$ cat src/rtl/altpin_pkg.sv
package altpin_pkg;
  localparam int ADDR_W = 1;
  localparam logic [ADDR_W-1:0] LOC_DATA = 1'b0;
  localparam logic [ADDR_W-1:0] LOC_DIR  = 1'b1;

  typedef enum logic [1:0] {
    OWN_GPIO = 2'd0,
    OWN_SPI  = 2'd1,
    OWN_PWM  = 2'd2
  } owner_e;

  function automatic owner_e pick_owner(input logic pwm_on, input logic spi_on);
    if (pwm_on)      return OWN_PWM;
    else if (spi_on) return OWN_SPI;
    else             return OWN_GPIO;
  endfunction
endpackage

$ cat src/rtl/altpin_sync.sv
module altpin_sync #(
  parameter int WIDTH  = 8,
  parameter int STAGES = 2
) (
  input  logic             clk,
  input  logic             rst,
  input  logic [WIDTH-1:0] async_in,
  output logic [WIDTH-1:0] sync_out
);
  logic [STAGES-1:0][WIDTH-1:0] chain;

  always_ff @(posedge clk) begin
    if (rst) chain[0] <= '0;
    else     chain[0] <= async_in;
  end

  for (genvar k = 1; k < STAGES; k++) begin : g_stage
    always_ff @(posedge clk) begin
      if (rst) chain[k] <= '0;
      else     chain[k] <= chain[k-1];
    end
  end

  assign sync_out = chain[STAGES-1];
endmodule

$ cat src/rtl/altpin_regs.sv
module altpin_regs
  import altpin_pkg::*;
#(
  parameter int WIDTH = 8
) (
  input  logic              clk,
  input  logic              rst,
  input  logic              bus_wr,
  input  logic [ADDR_W-1:0] bus_addr,
  input  logic [WIDTH-1:0]  bus_wdata,
  input  logic [WIDTH-1:0]  pin_lvl,
  output logic [WIDTH-1:0]  data_q,
  output logic [WIDTH-1:0]  dir_q,
  output logic [WIDTH-1:0]  bus_rdata
);
  logic wr_data, wr_dir;
  logic [WIDTH-1:0] data_view;
  logic [WIDTH-1:0] rd_next;

  assign wr_data = bus_wr && (bus_addr == LOC_DATA);
  assign wr_dir  = bus_wr && (bus_addr == LOC_DIR);

  // data register: stored regardless of which source owns each pin
  always_ff @(posedge clk) begin
    if (rst)          data_q <= '0;
    else if (wr_data) data_q <= bus_wdata;
  end

  always_ff @(posedge clk) begin
    if (rst)         dir_q <= '0;
    else if (wr_dir) dir_q <= bus_wdata;
  end

  // per-bit read source: stored bit for outputs, pin level for inputs
  for (genvar i = 0; i < WIDTH; i++) begin : g_view
    assign data_view[i] = dir_q[i] ? data_q[i] : pin_lvl[i];
  end

  always_comb begin
    unique case (bus_addr)
      LOC_DIR: rd_next = dir_q;
      default: rd_next = data_view;
    endcase
  end

  always_ff @(posedge clk) begin
    if (rst) bus_rdata <= '0;
    else     bus_rdata <= rd_next;
  end
endmodule

$ cat src/rtl/altpin_pinmux.sv
module altpin_pinmux
  import altpin_pkg::*;
#(
  parameter int WIDTH      = 8,
  parameter int SPI_GROUPS = 2
) (
  input  logic                  clk,
  input  logic                  rst,
  input  logic [WIDTH-1:0]      data_q,
  input  logic [WIDTH-1:0]      dir_q,
  input  logic [WIDTH-1:0]      pwm_en,
  input  logic [WIDTH-1:0]      pwm_out,
  input  logic [SPI_GROUPS-1:0] spi_en,
  input  logic [WIDTH-1:0]      spi_do,
  input  logic [WIDTH-1:0]      spi_oe,
  output logic [WIDTH-1:0]      pin_out,
  output logic [WIDTH-1:0]      pin_oe
);
  localparam int GROUP_PINS = WIDTH / SPI_GROUPS;

  for (genvar i = 0; i < WIDTH; i++) begin : g_pin
    localparam int GRP = i / GROUP_PINS;
    owner_e owner;
    logic   out_nx, oe_nx;

    assign owner = pick_owner(pwm_en[i], spi_en[GRP]);

    always_comb begin
      unique case (owner)
        OWN_PWM: begin out_nx = pwm_out[i]; oe_nx = 1'b1;      end
        OWN_SPI: begin out_nx = spi_do[i];  oe_nx = spi_oe[i]; end
        default: begin out_nx = data_q[i];  oe_nx = dir_q[i];  end
      endcase
    end

    always_ff @(posedge clk) begin
      if (rst) begin
        pin_out[i] <= 1'b0;
        pin_oe[i]  <= 1'b0;
      end else begin
        pin_out[i] <= out_nx;
        pin_oe[i]  <= oe_nx;
      end
    end
  end
endmodule

$ cat src/rtl/altpin_port.sv
module altpin_port
  import altpin_pkg::*;
#(
  parameter int PORT_W      = 8,
  parameter int SPI_GROUPS  = 2,
  parameter int SYNC_STAGES = 2
) (
  input  logic                  clk,
  input  logic                  rst,
  input  logic                  bus_wr,
  input  logic [ADDR_W-1:0]     bus_addr,
  input  logic [PORT_W-1:0]     bus_wdata,
  output logic [PORT_W-1:0]     bus_rdata,
  input  logic [PORT_W-1:0]     pwm_en,
  input  logic [PORT_W-1:0]     pwm_out,
  input  logic [SPI_GROUPS-1:0] spi_en,
  input  logic [PORT_W-1:0]     spi_do,
  input  logic [PORT_W-1:0]     spi_oe,
  output logic [PORT_W-1:0]     spi_di,
  input  logic [PORT_W-1:0]     pin_in,
  output logic [PORT_W-1:0]     pin_out,
  output logic [PORT_W-1:0]     pin_oe
);
  logic [PORT_W-1:0] pin_lvl;
  logic [PORT_W-1:0] data_q;
  logic [PORT_W-1:0] dir_q;

  altpin_sync #(.WIDTH(PORT_W), .STAGES(SYNC_STAGES)) u_sync (
    .clk      (clk),
    .rst      (rst),
    .async_in (pin_in),
    .sync_out (pin_lvl)
  );

  assign spi_di = pin_lvl;

  altpin_regs #(.WIDTH(PORT_W)) u_regs (
    .clk       (clk),
    .rst       (rst),
    .bus_wr    (bus_wr),
    .bus_addr  (bus_addr),
    .bus_wdata (bus_wdata),
    .pin_lvl   (pin_lvl),
    .data_q    (data_q),
    .dir_q     (dir_q),
    .bus_rdata (bus_rdata)
  );

  altpin_pinmux #(.WIDTH(PORT_W), .SPI_GROUPS(SPI_GROUPS)) u_mux (
    .clk     (clk),
    .rst     (rst),
    .data_q  (data_q),
    .dir_q   (dir_q),
    .pwm_en  (pwm_en),
    .pwm_out (pwm_out),
    .spi_en  (spi_en),
    .spi_do  (spi_do),
    .spi_oe  (spi_oe),
    .pin_out (pin_out),
    .pin_oe  (pin_oe)
  );
endmodule

$ cat config.mk
export PLATFORM = sky130hd
export DESIGN_NAME = altpin_port
export DESIGN_NICKNAME = d
export VERILOG_FILES = /design/src/rtl/altpin_pkg.sv /design/src/rtl/altpin_sync.sv /design/src/rtl/altpin_regs.sv /design/src/rtl/altpin_pinmux.sv /design/src/rtl/altpin_port.sv
export SDC_FILE = /design/constraint.sdc
export NUM_CORES = 1
export LEC_CHECK = 0
export BUFFER_PORTS_ARGS = -buffer_cell sky130_fd_sc_hd__buf_4
export CAP_MARGIN = 25
export CELL_PAD_IN_SITES_DETAIL_PLACEMENT = 1
export CELL_PAD_IN_SITES_GLOBAL_PLACEMENT = 2
export CORE_ASPECT_RATIO = 1.75
export CORE_MARGIN = 10
export CORE_UTILIZATION = 30
export DETAILED_ROUTE_END_ITERATION = 10
export PLACE_DENSITY_LB_ADDON = 0.15
export SYNTH_ARGS = -nofsm -noshare
export SYNTH_HDL_FRONTEND = slang
export SYNTH_HIERARCHICAL = 1
export SYNTH_SLANG_ARGS = --single-unit
$ cat constraint.sdc
create_clock -name clk -period 2.28 [get_ports clk]
set_clock_uncertainty 0.15 [all_clocks]
set_input_delay 0.684 -clock clk [delete_from_list [all_inputs] [get_ports clk]]
set_output_delay 0.684 -clock clk [all_outputs]
set_load 0.02 [all_outputs]
==> out/metrics.cfg <==
[cts]
clk_pin_slew_ps=70
cts_tree=built
numCtsBuffers=5
htreeDepth=2
clock_latency_ps=290
post_cts_buffers=0
cts_resized=0
root_buffer=clkbuf_16
cts_num_sinks=56
cts.path.max_buffers=2
ctsHoldBuffers=0

[setup_path]
critPathBufInv=1
crit_required_ps=1450
cp_max_fo=2
crit_chain=buf_4
endpoint=spi_di[3]
critPathTopFamily=flip-flops
arrival_ps=770
path_depth=1
cp-start-kind=flip-flop
r2r_start=u_regs/dir_q[4]
cpPeakStageDelay_ps=340
regToRegSetupSlack_ps=1100
r2r_cells=2
cp_slowest_cell=dfxtp_1
startpoint=u_sync/sync_out[3]
r2r-end=u_regs/bus_rdata[4]
critical_path_class=reg -> out
end_kind=output port

[place]
place_hpwl_um=4450
preCtsSetupSlack_ps=461
numPortBuffers=85
gp_congestion=0.725

[detailed_routing]
antenna_left=0
vias=1650
drtPass1Iterations=4
vias_per_cell=4.48
routed_wirelength_um=5650
first_iter_violations=78
avgRoutedWirePerCell_um=15.3
route.detailed.drc=0

[synth]
synth.distinct_cells=17
ys_top_cells_by_area=dfxtp_1 51%, mux2i_1 14%, nand2b_1 7.1%
synthesis.instances=206
postSynthNetCount=260
avgSynthCellArea_um2=10.7
yosys.area.top_type=dfxtp_1
synth.top_cell.area_share_pct=50.7
ys_ff_latch=56
synth_area_mm2=0.00221
yosysWarnings=6
yosysSeqAreaShare_pct=50.7

[timing]
worstMarginPinSlew_ps=493
setup_slack_ps=674
fin_crit_ps=1610
fin_crit_sh_pct=70.4
final_max_slew_viol_count=0
slew_headroom_pct=67.1
setup_viol=0
whs_ps=290
fin_tns_setup_ps=0
rsz0062_at_grt=no
max_freq_ghz=0.623
hold_viol_final=0

[global_routing]
grt_pass1_vias=1776
grt.total_usage_pct=9.86
antenna_found_initial=0
grtUsageMet1_pct=11.4
met2_usage_pct=15.7
grt_busiest_layer=met2
met3_usage_pct=3.97
grt_pass1_wl_um=9120
grt-ovfl-total=0
grt_start_max_net_pins=49

[pwr]
vdd_drop_max_v=0.000428
p_total_uw=2260
power.leakage_uw=0.00137
p_per_area_mw_per_mm2=745

[cells_and_area]
layout_common_cells=86 x buf_4, 56 x dfxtp_1, 32 x mux2i_1
fill_cells=838
multiInputGateArea_um2=922
diodes=0
final_common_cell=buf_4
layout.nets=335
syn2layout_area_growth_pct=37.0
regArea_mm2=0.00112
drive_gt1_share_pct=40.4

[job]
maxCapViolCount=0

[floorplanning]
num_io_pins=86
rows=41
die_h_um=134
coreArea_mm2=0.00718
die_area_mm2=0.0113
die_w_um=84.9
start_util_pct=30.8

[outcome]
status=complete, no violations

[min_path]
holdCritPathClass=reg -> reg

[kinds of logic (layout without fill, tap and decap cells)]
| kind of cell | after synthesis | in the layout | synth area share, % |
|---|---|---|---|
| mux | 32 | 32 | 14.5 |
| buf+inv | 27 | 103 | 7.58 |
| compound gates | 32 | 32 | 8.15 |
| flops | 56 | 56 | 50.7 |
| simple gates | 59 | 59 | 19.1 |
[cells in the mapped netlist, drive strengths merged]
cell type and n:
inv 8, nand2b 25, a21oi 16, buf 15
a211oi 8, and2 1, or3b 8, nor2b 19
mux2i 32, o21ai 8, clkbuf 4, and2b 6
dfxtp 56
[layout make-up]
class / count / area share [%]
clock buffers: 7 / 5.04
repair buffers: 87 / 22.0
well taps: 86 / 3.55
flip-flops and latches: 56 / 37.0
clock inverters: 1 / 0.991
inverters: 8 / 0.991
multi-input cells: 123 / 30.4
[per-stage QoR]
| stage | instances | utilization [%] | instance area [um2] |
|---|---|---|---|
| final | 368 | 42.2 | 3030 |
| after global routing | 368 | 42.2 | 3030 |
| after CTS | 368 | 42.2 | 3030 |
| after detailed placement | 360 | 39.6 | 2850 |
| after global placement | 360 | 39.6 | 2850 |
| after floorplan | 206 | - | 2210 |
[sequential cells by signal, summed over array words and instances (netlist names)]
signal / cells
u_regs/data_q: 8
u_regs/bus_rdata: 8
u_mux/pin_oe: 8
u_mux/pin_out: 8
u_sync/chain: 8
u_regs/dir_q: 8
u_sync/sync_out: 8
[worst min path at each step]
stage | startpoint | end | slack, ps | depth (start not counted)
detailed placement | u_sync/chain[3] | u_sync/sync_out[3] | 280 | 1
finish | u_sync/chain[4] | u_sync/sync_out[4] | 290 | 1
global placement | u_sync/chain[3] | u_sync/sync_out[3] | 270 | 1
floorplan | u_sync/chain[3] | u_sync/sync_out[3] | 260 | 1
global route | u_sync/chain[0] | u_sync/sync_out[0] | 310 | 1
CTS | u_sync/chain[5] | u_sync/sync_out[5] | 300 | 1
[power by group]
part	internal [uW]	leakage (uW)	total (uW)	switching, uW
clock network	578	0.0000901	912	333
registers	1030	0.000462	1060	24.3
logic	159	0.000817	289	130
total	1770	0.00137	2260	488
[per-layer routing]
metal / vias up / wire length (um) / part of all wire [%]
met2: 55 / 2710 / 48
met4: 0 / 89 / 1.6
met1: 758 / 2420 / 43
li1: 830 / - / -
met5: - / 0 / 0
met3: 7 / 432 / 7.7
Note: power is estimated with default switching activity, not from simulation.
